**src/rtl/sgw_pkg.sv**
```systemverilog
package sgw_pkg;
   localparam int unsigned DESC_AW   = 32;
   localparam int unsigned DESC_LW   = 16;
   localparam int unsigned DESC_W    = 64;
   localparam int unsigned B_VALID   = 0;
   localparam int unsigned B_END     = 1;
   localparam int unsigned B_INTR    = 2;
   localparam int unsigned B_ACT_LO  = 4;

   typedef enum logic [1:0] {
      ACT_NOP  = 2'b00,
      ACT_RSV  = 2'b01,
      ACT_XFER = 2'b10,
      ACT_LINK = 2'b11
   } act_e;

   typedef enum logic [1:0] {
      ERR_NONE    = 2'd0,
      ERR_INVALID = 2'd1,
      ERR_ACTION  = 2'd2,
      ERR_OVERRUN = 2'd3
   } err_e;

   typedef struct packed {
      logic [DESC_AW-1:0] addr;
      logic [DESC_LW-1:0] len;
      logic [15:0]        attr;
   } desc_t;

   typedef struct packed {
      logic               valid;
      logic               last;
      logic               intr;
      act_e               act;
      logic [DESC_LW:0]   len;
      logic [DESC_AW-1:0] addr;
   } dinfo_t;
endpackage

```
**src/rtl/sgw_fetch.sv**
```systemverilog
module sgw_fetch
   import sgw_pkg::*;
#(
   parameter int unsigned MAX_DESC = 32,
   parameter int unsigned IDX_W    = $clog2(MAX_DESC)
) (
   input  logic               clk,
   input  logic               rst_n,
   input  logic               load,
   input  logic               advance,
   input  logic               capture,
   input  logic [DESC_AW-1:0] base_in,
   input  logic [DESC_W-1:0]  rdata,
   output logic [IDX_W-1:0]   idx,
   output logic               last_slot,
   output logic [DESC_AW-1:0] rd_addr,
   output desc_t              desc
);
   localparam int unsigned OFS_PAD = DESC_AW - IDX_W - 3;

   logic [DESC_AW-1:0] base_q;
   logic [IDX_W-1:0]   idx_q;
   desc_t              desc_q;

   always_ff @(posedge clk or negedge rst_n) begin
      if (!rst_n) begin
         base_q <= '0;
         idx_q  <= '0;
         desc_q <= '0;
      end else begin
         if (load) begin
            base_q <= base_in;
            idx_q  <= '0;
         end else if (advance) begin
            idx_q  <= idx_q + 1'b1;
         end
         if (capture) desc_q <= desc_t'(rdata);
      end
   end

   assign idx       = idx_q;
   assign last_slot = (idx_q == IDX_W'(MAX_DESC - 1));
   assign rd_addr   = base_q + {{OFS_PAD{1'b0}}, idx_q, 3'b000};
   assign desc      = desc_q;
endmodule

```
**src/rtl/sgw_decode.sv**
```systemverilog
module sgw_decode
   import sgw_pkg::*;
#(
   parameter bit ZERO_IS_MAX = 1'b1
) (
   input  desc_t  desc,
   output dinfo_t info
);
   logic unused_attr;
   assign unused_attr = ^{desc.attr[15:6], desc.attr[3]};

   assign info.valid = desc.attr[B_VALID];
   assign info.last  = desc.attr[B_END];
   assign info.intr  = desc.attr[B_INTR];
   assign info.act   = act_e'(desc.attr[B_ACT_LO +: 2]);
   assign info.addr  = desc.addr;

   generate
      if (ZERO_IS_MAX) begin : g_zero_max
         assign info.len = (desc.len == '0) ? {1'b1, {DESC_LW{1'b0}}}
                                            : {1'b0, desc.len};
      end else begin : g_zero_raw
         assign info.len = {1'b0, desc.len};
      end
   endgenerate
endmodule

```
**src/rtl/sgw_ctrl.sv**
```systemverilog
module sgw_ctrl
   import sgw_pkg::*;
#(
   parameter int unsigned IDX_W = 5
) (
   input  logic             clk,
   input  logic             rst_n,
   input  logic             start,
   input  logic             mem_rvalid,
   input  logic             cmd_ready,
   input  dinfo_t           info,
   input  logic             last_slot,
   input  logic [IDX_W-1:0] idx,
   output logic             load,
   output logic             advance,
   output logic             capture,
   output logic             mem_req,
   output logic             cmd_valid,
   output logic             busy,
   output logic             done,
   output logic             irq,
   output logic [1:0]       err_code,
   output logic [IDX_W-1:0] err_idx
);
   typedef enum logic [1:0] {S_IDLE, S_FETCH, S_WAIT, S_EXEC} st_e;

   st_e              st_q, st_d;
   logic             retire, fin;
   err_e             fin_code;
   logic             done_q, irq_q;
   err_e             err_q;
   logic [IDX_W-1:0] eidx_q;

   always_comb begin
      st_d     = st_q;
      load     = 1'b0;
      capture  = 1'b0;
      advance  = 1'b0;
      retire   = 1'b0;
      fin      = 1'b0;
      fin_code = ERR_NONE;
      unique case (st_q)
         S_IDLE:  if (start) begin load = 1'b1; st_d = S_FETCH; end
         S_FETCH: st_d = S_WAIT;
         S_WAIT:  if (mem_rvalid) begin capture = 1'b1; st_d = S_EXEC; end
         S_EXEC: begin
            if (!info.valid) begin
               fin = 1'b1; fin_code = ERR_INVALID;
            end else begin
               unique case (info.act)
                  ACT_XFER: retire = cmd_ready;
                  ACT_NOP:  retire = 1'b1;
                  default:  begin fin = 1'b1; fin_code = ERR_ACTION; end
               endcase
            end
            if (retire) begin
               if (info.last)     fin = 1'b1;
               else if (last_slot) begin fin = 1'b1; fin_code = ERR_OVERRUN; end
               else begin advance = 1'b1; st_d = S_FETCH; end
            end
            if (fin) st_d = S_IDLE;
         end
         default: st_d = S_IDLE;
      endcase
   end

   always_ff @(posedge clk or negedge rst_n) begin
      if (!rst_n) begin
         st_q   <= S_IDLE;
         done_q <= 1'b0;
         irq_q  <= 1'b0;
         err_q  <= ERR_NONE;
         eidx_q <= '0;
      end else begin
         st_q   <= st_d;
         done_q <= fin;
         irq_q  <= retire && info.intr;
         if (load) err_q <= ERR_NONE;
         else if (fin) begin
            err_q  <= fin_code;
            if (fin_code != ERR_NONE) eidx_q <= idx;
         end
      end
   end

   assign mem_req   = (st_q == S_FETCH);
   assign cmd_valid = (st_q == S_EXEC) && info.valid && (info.act == ACT_XFER);
   assign busy      = (st_q != S_IDLE);
   assign done      = done_q;
   assign irq       = irq_q;
   assign err_code  = err_q;
   assign err_idx   = eidx_q;

   p_req_pulse_r1: assert property (@(posedge clk) disable iff (!rst_n)
      mem_req |=> !mem_req);
   p_cmd_hold_r10: assert property (@(posedge clk) disable iff (!rst_n)
      cmd_valid && !cmd_ready |=> cmd_valid && $stable(info));
   p_done_pulse_r9: assert property (@(posedge clk) disable iff (!rst_n)
      done |=> !done);
   p_done_idle_r9: assert property (@(posedge clk) disable iff (!rst_n)
      done |-> !busy);
   p_err_hold_r9: assert property (@(posedge clk) disable iff (!rst_n)
      !busy && !start |=> $stable(err_code) && $stable(err_idx));
   p_irq_pulse_r8: assert property (@(posedge clk) disable iff (!rst_n)
      irq |=> !irq);
endmodule

```
**src/rtl/sg_desc_walker.sv**
```systemverilog
module sg_desc_walker
   import sgw_pkg::*;
#(
   parameter int unsigned MAX_DESC    = 32,
   parameter bit          ZERO_IS_MAX = 1'b1,
   parameter int unsigned IDX_W       = $clog2(MAX_DESC)
) (
   input  logic               clk,
   input  logic               rst_n,
   input  logic               start,
   input  logic [DESC_AW-1:0] table_base,
   output logic               busy,
   output logic               done,
   output logic               irq,
   output logic [1:0]         err_code,
   output logic [IDX_W-1:0]   err_idx,
   output logic               mem_req,
   output logic [DESC_AW-1:0] mem_addr,
   input  logic               mem_rvalid,
   input  logic [DESC_W-1:0]  mem_rdata,
   output logic               cmd_valid,
   input  logic               cmd_ready,
   output logic [DESC_AW-1:0] cmd_addr,
   output logic [DESC_LW:0]   cmd_len
);
   generate
      if (MAX_DESC < 2 || MAX_DESC > (1 << IDX_W))
         $error("sg_desc_walker: MAX_DESC must be at least 2 and fit in IDX_W bits");
      if (IDX_W + 3 > DESC_AW)
         $error("sg_desc_walker: table offset wider than the address");
   endgenerate

   logic             load, advance, capture, last_slot;
   logic [IDX_W-1:0] idx;
   desc_t            desc;
   dinfo_t           info;

   sgw_fetch #(.MAX_DESC(MAX_DESC), .IDX_W(IDX_W)) u_fetch (
      .clk(clk), .rst_n(rst_n), .load(load), .advance(advance),
      .capture(capture), .base_in(table_base), .rdata(mem_rdata),
      .idx(idx), .last_slot(last_slot), .rd_addr(mem_addr), .desc(desc)
   );

   sgw_decode #(.ZERO_IS_MAX(ZERO_IS_MAX)) u_dec (
      .desc(desc), .info(info)
   );

   sgw_ctrl #(.IDX_W(IDX_W)) u_ctrl (
      .clk(clk), .rst_n(rst_n), .start(start), .mem_rvalid(mem_rvalid),
      .cmd_ready(cmd_ready), .info(info), .last_slot(last_slot), .idx(idx),
      .load(load), .advance(advance), .capture(capture), .mem_req(mem_req),
      .cmd_valid(cmd_valid), .busy(busy), .done(done), .irq(irq),
      .err_code(err_code), .err_idx(err_idx)
   );

   assign cmd_addr = info.addr;
   assign cmd_len  = info.len;

   generate
      if (ZERO_IS_MAX) begin : g_len_chk
         p_len_nonzero_r3: assert property (@(posedge clk) disable iff (!rst_n)
            cmd_valid |-> cmd_len != '0);
      end
   endgenerate
   p_cmd_addr_hold_r10: assert property (@(posedge clk) disable iff (!rst_n)
      cmd_valid && !cmd_ready |=> $stable(cmd_addr) && $stable(cmd_len));
   p_fetch_busy_r1: assert property (@(posedge clk) disable iff (!rst_n)
      mem_req |-> busy);
endmodule

```
**config.mk**
```make
export PLATFORM = sky130hd
export DESIGN_NAME = sg_desc_walker
export DESIGN_NICKNAME = d
export VERILOG_FILES = /design/src/rtl/sgw_pkg.sv /design/src/rtl/sgw_fetch.sv /design/src/rtl/sgw_decode.sv /design/src/rtl/sgw_ctrl.sv /design/src/rtl/sg_desc_walker.sv
export SDC_FILE = /design/constraint.sdc
export NUM_CORES = 1
export LEC_CHECK = 0
export BUFFER_PORTS_ARGS = -buffer_cell sky130_fd_sc_hd__buf_4
export CORE_UTILIZATION = 28
export CTS_CLUSTER_DIAMETER = 50
export DETAILED_ROUTE_END_ITERATION = 10
export GPL_ROUTABILITY_DRIVEN = 0
export SLEW_MARGIN = 25
export SYNTH_ARGS = -nofsm -noshare
export SYNTH_HDL_FRONTEND = slang
export SYNTH_SLANG_ARGS = --single-unit
```
**constraint.sdc**
```tcl
create_clock -name clk -period 2.6 [get_ports clk]
set_clock_uncertainty 0.15 [all_clocks]
set_input_delay 0.39 -clock clk [delete_from_list [all_inputs] [get_ports clk]]
set_output_delay 0.39 -clock clk [all_outputs]
set_load 0.02 [all_outputs]
```
==> metrics.md <==
| Metric | Value |
|---|---|
| PwrDens | `1167 nW/um^2` |
| Sequential share of power | `0.353` |
| Unrepaired setup endpoints after global routing | `yes` |
| 1st-pass router iterations | `5` |
| Critical Path AT | `roughly 2300 ps` |
| Initial Utilization | `0.2853` |
| Post-synth top area cell | `dfrtp_1` |
| Synthesized Nets | `~600` |
| Clk sinks | `101` |
| Fin worst setup slack | `-245.9 ps` |
| Row count | `49` |
| Drt drc | `0` |
| Fin crit period | `2846 ps` |
| Most used DFF post-synth | `dfrtp_1` |
| Crit path to | `mem_addr[29]` |
| IO Port Bufs | `182` |
| Vias in the first global route | `a little over 4000` |
| Worst-margin pin slew | `around 570 ps` |
| Die area | `18790 um^2` |
| Nets | `747` |
| # fillers | `between 1500 and 2000` |
| WS Path Type | `reg2out` |
| Nature of the critical path endpoint | `output pin` |
| Final Non-Filler Cells | `866` |
| EDFF count, synth | `0` |
| Routed wire length | `13010 um` |
| Cells after synthesis | `a little under 500` |
| CP Max Fanout | `12` |
| Leak Pwr | `3.517 nW` |
| Hold_sp | `table_base[0]` |
| Switching share of power | `0.3978` |
| Synth Cell Area | `5107 um^2` |
| Final hold vios | `0` |
| Total congestion overflow | `0` |
| Post-synthesis simple-gate area fraction | `0.1710` |
| Library cells used by synthesis | `45` |
| Top post-synthesis cells by count | `nand2_1, dfrtp_1, mux2_2` |
| Setup TNS | `-2565 ps` |
| Die extent in x | `137.1 um` |
| Internal power | `0.004936 W` |
| Reg-to-reg setup timing slack | `200 ps` |
| Core area | `17900 um^2` |
| Max Cap Violations | `0` |
| Detailed Place HPWL | `9735 um` |
| Adder-Cell Fraction of Synth Area | `0.03577` |
| Final setup fails | `18` |
| Critical path startpoint category | `flip-flop` |
| Placed Cells | `844` |
| Die height | `137.1 um` |
| Failing checks | `setup timing` |
| Top-count cell post-synth | `nand2_1` |
| Seq cells post-synth | `roughly 100` |
| Total number of vias | `3926` |
| Status | `complete, but fails checks` |
| Final antenna-violating net count | `0` |
| Period utilisation layout | `1.095` |
| Synth warnings | `0` |
| Vias per cell | `roughly 4.5` |
| Top-Level Pins | `194` |
| Mux contribution to synthesized area | `0.1362` |
| Largest family of logic cells by synthesized area | `simple AND/OR/NAND/NOR gates` |
| Crit. Startpoint | `u_fetch.idx[0]` |
| Clk root buf | `clkbuf_16` |
| Slew Viols, Final | `0` |
| First-pass GRT wire length | `20000 um` |
| Inserted Clock Buffers | `9` |
| Required @ worst endpoint | `2060 ps` |
| Max frequency | `351.4 MHz` |
| Synth-to-layout area growth | `37.53%` |
| Layout cells sized above 1 | `0.4819` |
| R2r worst-path depth | `8` |
| Seq/Total Area, Yosys | `0.4949` |
| Clock share of power | `0.170` |
| Synth top area share | `0.4949` |
| Hold WC Path Type | `in2reg` |
| Clk buf depth | `2` |
| CTS tree | `yes` |
| Clock slew at reported path FFs | `70 ps` |
| Combinational Power Share | `0.476` |
| Skew-Pair Late Insertion Delay | `350 ps` |
| R2R Path Start | `u_fetch.idx[1]` |
| DP Area | `between 6000 and 7000 um^2` |
| Sw Pwr | `0.003261 W` |
| Ranking of synthesized cells by area | `dfrtp_1, mux2_2, nand2_1, buf_4, ha_1` |
| VDD IR max | `0.6259 mV` |
| Avg WL per Cell | `roughly 15 um` |
| Worst Hold Margin | `77.97 ps` |
| # diodes | `0` |
| Xor and xnor area share after synthesis | `0.04973` |
| Design Area, Final | `between 7000 and 8000 um^2` |
| Slew margin rel. | `0.6203` |
| Number of DRC markers in iteration 0 | `102` |
| Post-synth ARST share | `1.000` |
| Reg-to-reg endpoint | `u_ctrl.err_code[1]` |
| Antenna violations before repair | `0` |
| GRT Total Usage | `0.1407` |
| CTS HTree Levels | `3` |
| Avg Cell Area, Syn | `roughly 11 um^2` |
| Pin count of the biggest net entering global routing | `49` |
| Compound-Gate Fraction of Synth Area | `0.02817` |
-- layout make-up --
class                           count  area (um^2)  area share
Clock buffer                       10        239.0     0.03402
Inverter                            8        30.03    0.004275
Clock inverter                      6        71.32     0.01015
Sequential cell                   101         2527      0.3598
Timing Repair Buffer              208         1609      0.2291
Tap cell                          229        286.5     0.04079
Multi-Input combinational cell    304         2261      0.3219
-- registers in the layout (all words and copies together), names as in the netlist --
name             cells
u_fetch.desc        53
u_ctrl.err_idx       5
u_ctrl.irq           1
u_ctrl.done          1
u_fetch.idx          5
u_ctrl.st_q          2
u_ctrl.err_code      2
u_fetch.base_q      32
-- power groups by stage --
stage / Clock, W / Combinational (W) / Sequential [W]
2_1_floorplan: 0 / 0.00276 / 0.00275
3_5_place_dp: 0 / 0.00389 / 0.00290
3_3_place_gp: 0 / 0.00381 / 0.00286
4_1_cts: 0.00145 / 0.00393 / 0.00290
5_1_grt: 0.00151 / 0.00421 / 0.00300
6_report: 0.00140 / 0.00391 / 0.00290
-- cell usage in the layout (no fill, tap or decap), types with 2 or more instances in the layout --
cell type  netlist  final
nand3_1          7      6
o211ai_1         2      2
ha_4             0      2
xor2_1          15     15
inv_1            8      8
clkbuf_16        0      9
xnor2_1         14     12
clkinv_4         0      2
nor4_1           4      4
buf_12           0      3
nand2b_1         3      3
xnor2_2          0      2
mux2_2          60     60
nor4_2           2      2
and2_1           3      3
nor4b_4          1      3
nor2_1          12     12
and3_1           4      4
nand2_1        106    104
dfrtp_1        101    101
nand2_2          0      2
nor3_1           6      6
nor2b_1          2      2
o211a_1          2      2
nand4_1          7      7
nand4b_1         3      3
mux2i_1          2      2
or2_2            3      3
buf_4           35    202
a21oi_1          7      5
buf_6            1      2
o21ai_0          5      5
ha_1            13     10
and4_1           4      4
-- critical path, cell delays in order, from the launching register on --
cell       delay (ps)
dfrtp_1           390
ha_2              210
fa_2              380
a21oi_4           190
a2bb2oi_2         190
buf_12            170
nor4b_4            50
xor2_1            190
buf_4             180
-- worst min path at each step --
| stage | end | slack [ps] | depth (start not counted) |
|---|---|---|---|
| floorplan | u_ctrl.done | -60 | 0 |
| global placement | u_fetch.desc[20] | 260 | 1 |
| detailed placement | u_fetch.desc[20] | 270 | 1 |
| CTS | u_fetch.base_q[19] | 70 | 3 |
| global route | u_fetch.base_q[0] | 80 | 3 |
| finish | u_fetch.base_q[0] | 80 | 3 |
-- metrics by stage --
step	setup slack (ps)	power [W]	utilization
global placement	62.93	0.006676	0.3664
detailed placement	58.58	0.006793	0.3664
floorplan	11.44	0.005510	-
global route	-370.2	0.008720	0.3924
finish	-245.9	0.008197	0.3924
CTS	-264.4	0.008270	0.3888
-- routing by layer --
layer | GRT usage | share of wire
met3 | 0.04852 | 0.085
met1 | 0.1672 | 0.42
met2 | 0.2281 | 0.47
met4 | 0.06349 | 0.019
met5 | 0 | 0
-- cells by family (layout without fill, tap and decap cells) --
kind of cell	Yosys count	after routing
flip-flops	101	101
adder cells (fa/ha/maj)	14	14
multiplexers	62	62
AND/OR/NAND/NOR	177	177
XOR/XNOR	29	29
AO/OA/AOI/OAI	22	22
buffers and inverters	77	232
-- timing repair --
action                                  CTS  global route
gates resized for setup                   7            10
endpoints found under the setup margin   24            25
pin swaps                                 5             5
hold buffers                              1             0
buffers inserted                          4             1
hold endpoints to repair                 39             0
No activity file was read; power rests on OpenSTA's default activity.
